### config.mk
export PLATFORM = sky130hd
export DESIGN_NAME = tagmem_ctrl
export DESIGN_NICKNAME = d
export VERILOG_FILES = /design/src/rtl/tagmem_pkg.sv /design/src/rtl/tagmem_store.sv /design/src/rtl/tagmem_lreg.sv /design/src/rtl/tagmem_regs.sv /design/src/rtl/tagmem_state.sv /design/src/rtl/tagmem_ctrl.sv
export SDC_FILE = /design/constraint.sdc
export NUM_CORES = 2
export LEC_CHECK = 0
export ABC_AREA = 1
export CORE_MARGIN = 5
export CORE_UTILIZATION = 50
export CTS_CLUSTER_DIAMETER = 120
export DETAILED_ROUTE_END_ITERATION = 6
export DONT_BUFFER_PORTS = 1
export SYNTH_ARGS = -nofsm -noshare
export SYNTH_HDL_FRONTEND = slang
export SYNTH_SLANG_ARGS = --single-unit
### constraint.sdc
create_clock -name clk -period 3 [get_ports clk]
set_input_delay 0.15 -clock clk [delete_from_list [all_inputs] [get_ports clk]]
set_output_delay 0.15 -clock clk [all_outputs]
set_load 0.03 [all_outputs]
### src/rtl/tagmem_pkg.sv
// Shared opcode, error and state encodings for the tag memory controller.
package tagmem_pkg;
    typedef enum logic [4:0] {
        OP_NOP       = 5'd0,
        OP_INVENTORY = 5'd1,
        OP_QUIET     = 5'd2,
        OP_SELECT    = 5'd3,
        OP_TO_READY  = 5'd4,
        OP_RD_WORD   = 5'd5,
        OP_WR_WORD   = 5'd6,
        OP_LK_WORD   = 5'd7,
        OP_RD_MULTI  = 5'd8,
        OP_WR_FAM    = 5'd9,
        OP_LK_FAM    = 5'd10,
        OP_WR_FMT    = 5'd11,
        OP_LK_FMT    = 5'd12,
        OP_WR_KILL   = 5'd13,
        OP_LK_KILL   = 5'd14,
        OP_KILL      = 5'd15,
        OP_GET_INFO  = 5'd16
    } tag_op_e;

    typedef enum logic [1:0] {
        ERR_NONE   = 2'd0,
        ERR_LOCKED = 2'd1,
        ERR_RANGE  = 2'd2,
        ERR_DENIED = 2'd3
    } tag_err_e;

    typedef enum logic [1:0] {
        ST_READY    = 2'd0,
        ST_SELECTED = 2'd1,
        ST_QUIET    = 2'd2,
        ST_KILLED   = 2'd3
    } tag_state_e;
endpackage

### src/rtl/tagmem_store.sv
// User word array with one write-once lock bit per word.
// Assumes the caller checks address range; a write to a locked word is
// refused here as well, so the array never changes once a word is locked.
module tagmem_store #(
    parameter  int NBLK = 32,
    parameter  int DW   = 32,
    localparam int BAW  = $clog2(NBLK)
) (
    input  logic            clk,
    input  logic            rst_n,
    input  logic            wr_en,
    input  logic            lk_en,
    input  logic [BAW-1:0]  wr_addr,
    input  logic [DW-1:0]   wr_data,
    input  logic [BAW-1:0]  rd_addr,
    output logic [DW-1:0]   rd_data,
    output logic            rd_lock,
    output logic [NBLK-1:0] lock_vec
);
    logic [DW-1:0] words [NBLK];

    for (genvar g = 0; g < NBLK; g++) begin : g_word
        logic [DW-1:0] word_q;
        logic          lock_q;
        logic          hit;

        assign hit = (wr_addr == BAW'(g));

        // Hold one word and its lock; the lock gates writes and never clears.
        always_ff @(posedge clk) begin
            if (!rst_n) begin
                word_q <= '0;
                lock_q <= 1'b0;
            end else begin
                if (wr_en && hit && !lock_q) word_q <= wr_data;
                if (lk_en && hit)            lock_q <= 1'b1;
            end
        end

        assign words[g]    = word_q;
        assign lock_vec[g] = lock_q;
    end

    // Combinational read port shared by single and burst reads.
    always_comb begin
        rd_data = words[rd_addr];
        rd_lock = lock_vec[rd_addr];
    end
endmodule

### src/rtl/tagmem_lreg.sv
// A register with a one-time lock: writes land only while unlocked, and
// once set the lock stays set until reset.
module tagmem_lreg #(
    parameter int W = 8
) (
    input  logic         clk,
    input  logic         rst_n,
    input  logic         we,
    input  logic         lk_set,
    input  logic [W-1:0] d,
    output logic [W-1:0] q,
    output logic         locked
);
    // Update value while unlocked and latch the lock permanently.
    always_ff @(posedge clk) begin
        if (!rst_n) begin
            q      <= '0;
            locked <= 1'b0;
        end else begin
            if (we && !locked) q <= d;
            if (lk_set)        locked <= 1'b1;
        end
    end
endmodule

### src/rtl/tagmem_regs.sv
// The two 8-bit identifier registers and the kill code, each lockable once.
// Assumes write and lock strobes are already qualified by the decoder.
module tagmem_regs #(
    parameter  int DW = 32,
    localparam int IDW = 8
) (
    input  logic           clk,
    input  logic           rst_n,
    input  logic           fam_we,
    input  logic           fam_lk,
    input  logic           fmt_we,
    input  logic           fmt_lk,
    input  logic           kill_we,
    input  logic           kill_lk,
    input  logic [DW-1:0]  wdata,
    output logic [IDW-1:0] fam,
    output logic [IDW-1:0] fmt,
    output logic [DW-1:0]  kill_code,
    output logic           fam_locked,
    output logic           fmt_locked,
    output logic           kill_locked
);
    tagmem_lreg #(.W(IDW)) u_fam (
        .clk(clk), .rst_n(rst_n), .we(fam_we), .lk_set(fam_lk),
        .d(wdata[IDW-1:0]), .q(fam), .locked(fam_locked)
    );

    tagmem_lreg #(.W(IDW)) u_fmt (
        .clk(clk), .rst_n(rst_n), .we(fmt_we), .lk_set(fmt_lk),
        .d(wdata[IDW-1:0]), .q(fmt), .locked(fmt_locked)
    );

    tagmem_lreg #(.W(DW)) u_kill (
        .clk(clk), .rst_n(rst_n), .we(kill_we), .lk_set(kill_lk),
        .d(wdata), .q(kill_code), .locked(kill_locked)
    );
endmodule

### src/rtl/tagmem_state.sv
// Protocol state of the tag: ready, selected, quiet, killed.
// Killed absorbs every later event; kill outranks all other moves.
module tagmem_state
    import tagmem_pkg::*;
(
    input  logic       clk,
    input  logic       rst_n,
    input  logic       go_ready,
    input  logic       go_select,
    input  logic       go_quiet,
    input  logic       go_kill,
    output tag_state_e st
);
    // Advance the protocol state on decoded state requests.
    always_ff @(posedge clk) begin
        if (!rst_n) begin
            st <= ST_READY;
        end else if (st != ST_KILLED) begin
            if (go_kill)        st <= ST_KILLED;
            else if (go_ready)  st <= ST_READY;
            else if (go_select) st <= ST_SELECTED;
            else if (go_quiet)  st <= ST_QUIET;
        end
    end
endmodule

### src/rtl/tagmem_ctrl.sv
// Top of the tag memory controller. Decodes one request per idle cycle,
// applies it to storage and state, and returns a registered response one
// cycle later. Multi-word reads and identifier reads continue as a burst,
// one beat per cycle, during which requests are dropped.
// Assumes requests are single-cycle strobes and the identifier is static.
module tagmem_ctrl
    import tagmem_pkg::*;
#(
    parameter  int NBLK = 32,
    parameter  int DW   = 32,
    parameter  int ADRW = 8,
    localparam int BAW  = $clog2(NBLK),
    localparam int OPW  = 5
) (
    input  logic            clk,
    input  logic            rst_n,
    input  logic            req_valid,
    input  logic [OPW-1:0]  req_op,
    input  logic            req_sel,
    input  logic [ADRW-1:0] req_addr,
    input  logic [BAW-1:0]  req_cnt,
    input  logic [DW-1:0]   req_data,
    input  logic [2*DW-1:0] uid,
    output logic            busy,
    output logic            rsp_valid,
    output logic            rsp_last,
    output logic [1:0]      rsp_err,
    output logic [DW-1:0]   rsp_data,
    output logic            rsp_lock
);
    localparam logic [ADRW:0] NBLK_V = (ADRW+1)'(NBLK);
    localparam int IDW = 8;

    tag_state_e      st;
    logic [BAW-1:0]  blk;
    logic [ADRW:0]   end_addr;
    logic            addr_ok, multi_ok, acc;
    logic [BAW-1:0]  rd_addr;
    logic [DW-1:0]   rd_data;
    logic            rd_lock;
    logic [NBLK-1:0] lock_vec;
    logic            wr_en, lk_en;
    logic            fam_we, fam_lk, fmt_we, fmt_lk, kill_we, kill_lk;
    logic [IDW-1:0]  fam, fmt;
    logic [DW-1:0]   kill_code;
    logic            fam_locked, fmt_locked, kill_locked;
    logic            go_ready, go_select, go_quiet, go_kill;
    logic            start_burst, start_uid;
    logic [BAW-1:0]  start_cnt;
    logic [BAW-1:0]  burst_left, burst_addr;
    logic            burst_uid;
    logic            d_valid, d_last, d_lock;
    tag_err_e        d_err;
    logic [DW-1:0]   d_data;

    assign blk      = req_addr[BAW-1:0];
    assign addr_ok  = {1'b0, req_addr} < NBLK_V;
    assign end_addr = {1'b0, req_addr} + (ADRW+1)'(req_cnt);
    assign multi_ok = end_addr < NBLK_V;
    assign busy     = (burst_left != '0);
    assign acc      = req_valid && !busy && (st != ST_KILLED)
                      && (!req_sel || st == ST_SELECTED);
    assign rd_addr  = busy ? burst_addr : blk;

    tagmem_store #(.NBLK(NBLK), .DW(DW)) u_store (
        .clk(clk), .rst_n(rst_n), .wr_en(wr_en), .lk_en(lk_en),
        .wr_addr(blk), .wr_data(req_data), .rd_addr(rd_addr),
        .rd_data(rd_data), .rd_lock(rd_lock), .lock_vec(lock_vec)
    );

    tagmem_regs #(.DW(DW)) u_regs (
        .clk(clk), .rst_n(rst_n),
        .fam_we(fam_we), .fam_lk(fam_lk), .fmt_we(fmt_we), .fmt_lk(fmt_lk),
        .kill_we(kill_we), .kill_lk(kill_lk), .wdata(req_data),
        .fam(fam), .fmt(fmt), .kill_code(kill_code),
        .fam_locked(fam_locked), .fmt_locked(fmt_locked),
        .kill_locked(kill_locked)
    );

    tagmem_state u_state (
        .clk(clk), .rst_n(rst_n), .go_ready(go_ready), .go_select(go_select),
        .go_quiet(go_quiet), .go_kill(go_kill), .st(st)
    );

    // Decode an accepted request, or emit the next pending burst beat.
    always_comb begin
        d_valid = 1'b0;  d_last = 1'b1;  d_err = ERR_NONE;
        d_data  = '0;    d_lock = 1'b0;
        wr_en   = 1'b0;  lk_en  = 1'b0;
        fam_we  = 1'b0;  fam_lk = 1'b0;  fmt_we = 1'b0;  fmt_lk = 1'b0;
        kill_we = 1'b0;  kill_lk = 1'b0;
        go_ready = 1'b0; go_select = 1'b0; go_quiet = 1'b0; go_kill = 1'b0;
        start_burst = 1'b0; start_uid = 1'b0; start_cnt = '0;
        if (busy) begin
            d_valid = 1'b1;
            d_last  = (burst_left == BAW'(1));
            d_data  = burst_uid ? uid[2*DW-1:DW] : rd_data;
            d_lock  = burst_uid ? 1'b0 : rd_lock;
        end else if (acc) begin
            d_valid = 1'b1;
            case (tag_op_e'(req_op))
                OP_NOP: d_valid = 1'b0;
                OP_INVENTORY: begin
                    if (st == ST_QUIET) begin
                        d_valid = 1'b0;
                    end else begin
                        d_last      = 1'b0;
                        d_data      = uid[DW-1:0];
                        start_burst = 1'b1;
                        start_uid   = 1'b1;
                        start_cnt   = BAW'(1);
                    end
                end
                OP_QUIET:    go_quiet  = 1'b1;
                OP_SELECT:   go_select = 1'b1;
                OP_TO_READY: go_ready  = 1'b1;
                OP_RD_WORD: begin
                    if (!addr_ok) d_err = ERR_RANGE;
                    else begin
                        d_data = rd_data;
                        d_lock = rd_lock;
                    end
                end
                OP_WR_WORD: begin
                    if (!addr_ok)     d_err = ERR_RANGE;
                    else if (rd_lock) d_err = ERR_LOCKED;
                    else              wr_en = 1'b1;
                end
                OP_LK_WORD: begin
                    if (!addr_ok)     d_err = ERR_RANGE;
                    else if (rd_lock) d_err = ERR_LOCKED;
                    else              lk_en = 1'b1;
                end
                OP_RD_MULTI: begin
                    if (!multi_ok) d_err = ERR_RANGE;
                    else begin
                        d_data = rd_data;
                        d_lock = rd_lock;
                        if (req_cnt != '0) begin
                            d_last      = 1'b0;
                            start_burst = 1'b1;
                            start_cnt   = req_cnt;
                        end
                    end
                end
                OP_WR_FAM:  if (fam_locked)  d_err = ERR_LOCKED; else fam_we  = 1'b1;
                OP_LK_FAM:  if (fam_locked)  d_err = ERR_LOCKED; else fam_lk  = 1'b1;
                OP_WR_FMT:  if (fmt_locked)  d_err = ERR_LOCKED; else fmt_we  = 1'b1;
                OP_LK_FMT:  if (fmt_locked)  d_err = ERR_LOCKED; else fmt_lk  = 1'b1;
                OP_WR_KILL: if (kill_locked) d_err = ERR_LOCKED; else kill_we = 1'b1;
                OP_LK_KILL: if (kill_locked) d_err = ERR_LOCKED; else kill_lk = 1'b1;
                OP_KILL: begin
                    if (req_data == kill_code) go_kill = 1'b1;
                    else                       d_err   = ERR_DENIED;
                end
                OP_GET_INFO: begin
                    d_data = DW'({kill_locked, fmt_locked, fam_locked, fmt, fam});
                end
                default: d_err = ERR_DENIED;
            endcase
        end
    end

    // Track remaining burst beats and the next word to read.
    always_ff @(posedge clk) begin
        if (!rst_n) begin
            burst_left <= '0;
            burst_addr <= '0;
            burst_uid  <= 1'b0;
        end else if (start_burst) begin
            burst_left <= start_cnt;
            burst_addr <= blk + 1'b1;
            burst_uid  <= start_uid;
        end else if (busy) begin
            burst_left <= burst_left - 1'b1;
            burst_addr <= burst_addr + 1'b1;
        end
    end

    // Register the response beat.
    always_ff @(posedge clk) begin
        if (!rst_n) begin
            rsp_valid <= 1'b0;
            rsp_last  <= 1'b0;
            rsp_err   <= ERR_NONE;
            rsp_data  <= '0;
            rsp_lock  <= 1'b0;
        end else begin
            rsp_valid <= d_valid;
            rsp_last  <= d_valid && d_last;
            rsp_err   <= d_valid ? d_err : ERR_NONE;
            rsp_data  <= d_valid ? d_data : '0;
            rsp_lock  <= d_valid && d_lock;
        end
    end
endmodule

==> metrics.log <==
[metrics] highest clock frequency the design can meet: 228 MHz
[metrics] setup TNS after final layout: -142.27 ns
[metrics] required time at the endpoint of the critical path: 3.68 ns
[metrics] peak-usage layer in the global routing report: met2
[metrics] area share of the largest cell type after synthesis: 0.391
[metrics] Int Power: 37.3 mW
[metrics] Max Buffers Root-to-Sink: 3
[metrics] Finish-stage setup viols: 783
[metrics] Lkg Pwr: 36.9 nW
[metrics] average footprint of a synthesized cell: 5.94 um2
[metrics] Commonest cells post-synth: nand2_1, nor2_1, inv_1
[metrics] Most used DFF post-synth: dfxtp_1
[metrics] path type of the worst min-delay path: in2reg
[metrics] count of vias placed by the detailed router: 63.7k
[metrics] status: finished with violations
[metrics] root buffer selected by CTS: clkbuf_16
[metrics] Worst Path Max Fanout: 1082
[metrics] deepest level of the CTS H-tree: 4
[metrics] violations in the final reports: hold timing, slew limit, setup timing
[metrics] half-perimeter wire length after detailed placement: 123 mm
[metrics] final worst path period share: 1.46
[metrics] largest clock skew in the final design: 0.0258 ns
[metrics] number of distinct standard cells referenced by the synthesized netlist: 43
[metrics] setup repair after global routing missed its margin: yes
[metrics] synthesis-to-finish area growth: 26.0%
[metrics] reported net switching power: 25.9 mW
[metrics] max-cap violation count: 0
[metrics] Die ar.: 126000 um2
[metrics] total grt overflow: 0
[metrics] most frequently used cell type in the post-synthesis netlist: nand2_1
[metrics] fraction of registers with async set or reset after synthesis: 0
[metrics] sequential cell fraction of total power: 0.251
[metrics] total non-filler cell area in the finished layout: 74700 um2
[metrics] flops & latches, synth: 1157
[metrics] crit path launch type: input pin
[metrics] met3 usage: 0.0539
[metrics] share of the yosys chip area belonging to registers: 0.391
[metrics] Final Critical Period: 4.39 ns
[metrics] clock buffers created by TritonCTS: 134
[metrics] Worst Slack Setup Final: -1.39 ns
[metrics] mean number of vias per cell: 5.42
[metrics] post-route antenna net violation count: 0
[metrics] initial cell density of the core: 0.503
[metrics] IR Drop Worst-Case VDD: 715 uV
[metrics] Final Hold Viols: 187
[metrics] clock network latency to the later pin of the worst-skew pair: 0.78 ns
[metrics] critical path class: in2reg
[metrics] YS warnings: 0
[metrics] mapped cell area: 59300 um2
[metrics] Layout Nets: 10.2k
[metrics] met1 track demand over resource in global routing: 0.423
[metrics] drt first pass iters: 6
[metrics] area of placed instances: 62400 um2
[metrics] worst-case headroom to the max-slew limit: -3.05
[metrics] net switching share of the total power: 0.410
[metrics] Num Clock Sinks: 1157
[metrics] proportion of layout cells with a drive suffix above 1: 0.108
[metrics] antenna violations before repair: 12
[metrics] cell types occupying the most area after synthesis: dfxtp_1, nand2_1, nor2_1
[metrics] routed wire length: 258 mm
[metrics] Core Region: 118000 um2
[metrics] DRC violation count after routing: 0
[metrics] power per cell area: 846 nW/um2
[metrics] category of the worst setup path capture point: flip-flop
[metrics] width of the chip: 354 um
[metrics] CTS tree: yes
[metrics] biggest area consumer among synthesized cells: dfxtp_1
[metrics] die outline height: 354 um
[metrics] post-DR wirelength/cell: 21.9 um
[metrics] Comb power frac: 0.484
[metrics] global-route wire length before repair: 323 mm
[metrics] I/O Pins: 156
[metrics] GRT Util Overall: 0.326
[metrics] pin count of the biggest net entering global routing: 1083
[metrics] gpl congestion: 0.894
[metrics] via count of the first global-routing pass: 54.0k
[metrics] clock power share: 0.265
[metrics] Arr. time, crit path: 5.07 ns
[metrics] Mapped Cells: 9979
[metrics] final-report max-slew violation count: 635
[metrics] total chip power: 63.2 mW
[metrics] Worst-path clk slew: 0.06 ns
[metrics] post-route worst hold slack: -0.492 ns
[metrics] worst slew pin tran: 6.08 ns
[metrics] Port Buffers: 0
[metrics] number of nets in the synthesized netlist: 10.1k
[metrics] global-route track usage on met2: 0.535
[metrics] number of enable flip-flop cells after synthesis: 0
[metrics] number of violations reported at the end of detailed-routing iteration 0: 9016
[metrics] row count: 126
## final timing paths
kind	slack, ns	depth (start not counted)	endpoint	start
hold / removal	-0.49	2	u_store.g_word[6].word_q[13]	rst_n
setup reg to reg	-0.26	23	u_store.g_word[4].word_q[12]	burst_left[1]
hold reg to reg	0.47	2	u_store.g_word[21].lock_q	u_store.g_word[21].lock_q
setup / recovery	-1.39	4	burst_addr[4]	rst_n
## layout make-up
type / instances / area [um2]
fillers: 10800 / 43200
multi-input cells: 6913 / 30000
flip-flops and latches: 1157 / 23200
repair buffers: 724 / 10700
inverters: 1180 / 4440
clock buffers: 206 / 4100
well taps: 1536 / 1920
clock inverters: 30 / 313
diodes: 10 / 25.0
## critical path, cell delays in order
cell and delay, ns:
nand2_1 1.79, nand2_1 0.10, nand2_1 0.11, inv_1 0.04
## per-stage QoR
step	utilization	setup WS (ns)	cells
3_3_place_gp	0.529	-0.119	11100
2_1_floorplan	-	0.253	9979
3_5_place_dp	0.529	-0.132	11100
4_1_cts	0.589	-0.0151	11500
6_report	0.633	-1.39	11800
5_1_grt	0.633	-0.230	11700
## sequential cells by signal, indices dropped and copies added, names as in the netlist, 2 cells and up
register and count:
u_store.g_word.word_q 1024, rsp_data 32, u_regs.u_kill.q 32, u_store.g_word.lock_q 32, u_regs.u_fam.q 8, u_regs.u_fmt.q 8
burst_addr 5, burst_left 5, rsp_err 2, u_state.st 2
## power groups by stage
stage / Combinational, mW / Clock [mW] / Sequential [mW]
2_1_floorplan: 12.8 / 0 / 16.1
3_3_place_gp: 24.1 / 0 / 16.2
3_5_place_dp: 24.1 / 0 / 16.2
4_1_cts: 25.1 / 16.8 / 15.8
5_1_grt: 31.5 / 17.5 / 15.9
6_report: 30.6 / 16.7 / 15.9
## timing repair
action | 4_1_cts | 5_1_grt
endpoints found under the hold margin | 1156 | 794
hold buffers | 215 | 7
pin swaps | 4 | 102
setup buffers | 8 | 97
cloned | 0 | 118
setup endpoints to repair | 190 | 1037
resized for setup | 15 | 474
## placed cells by master (no fill, tap or decap), types with 60 or more instances in the layout
master / count
nor2_2: 60
nor2_1: 2052
nand3_1: 949
nand2_2: 117
buf_4: 170
buf_12: 172
a21oi_1: 156
clkbuf_16: 227
dfxtp_1: 1154
nand2_1: 3143
o21ai_0: 87
dlygate4sd3_1: 183
buf_6: 60
inv_1: 1171
## layer usage
metal,up-vias,routed length (um)
li1,30200,-
met1,29200,98700
met2,3388,112000
met3,886,27500
met4,4,20000
met5,-,14
## logic make-up after synthesis
group,share of synthesized area
simple gates,0.447
buf+inv,0.127
flops,0.391
compound gates,0.0307
xor+xnor,0.00325
fa+ha+maj,0.00169
Power figures use the tool's default switching activity.
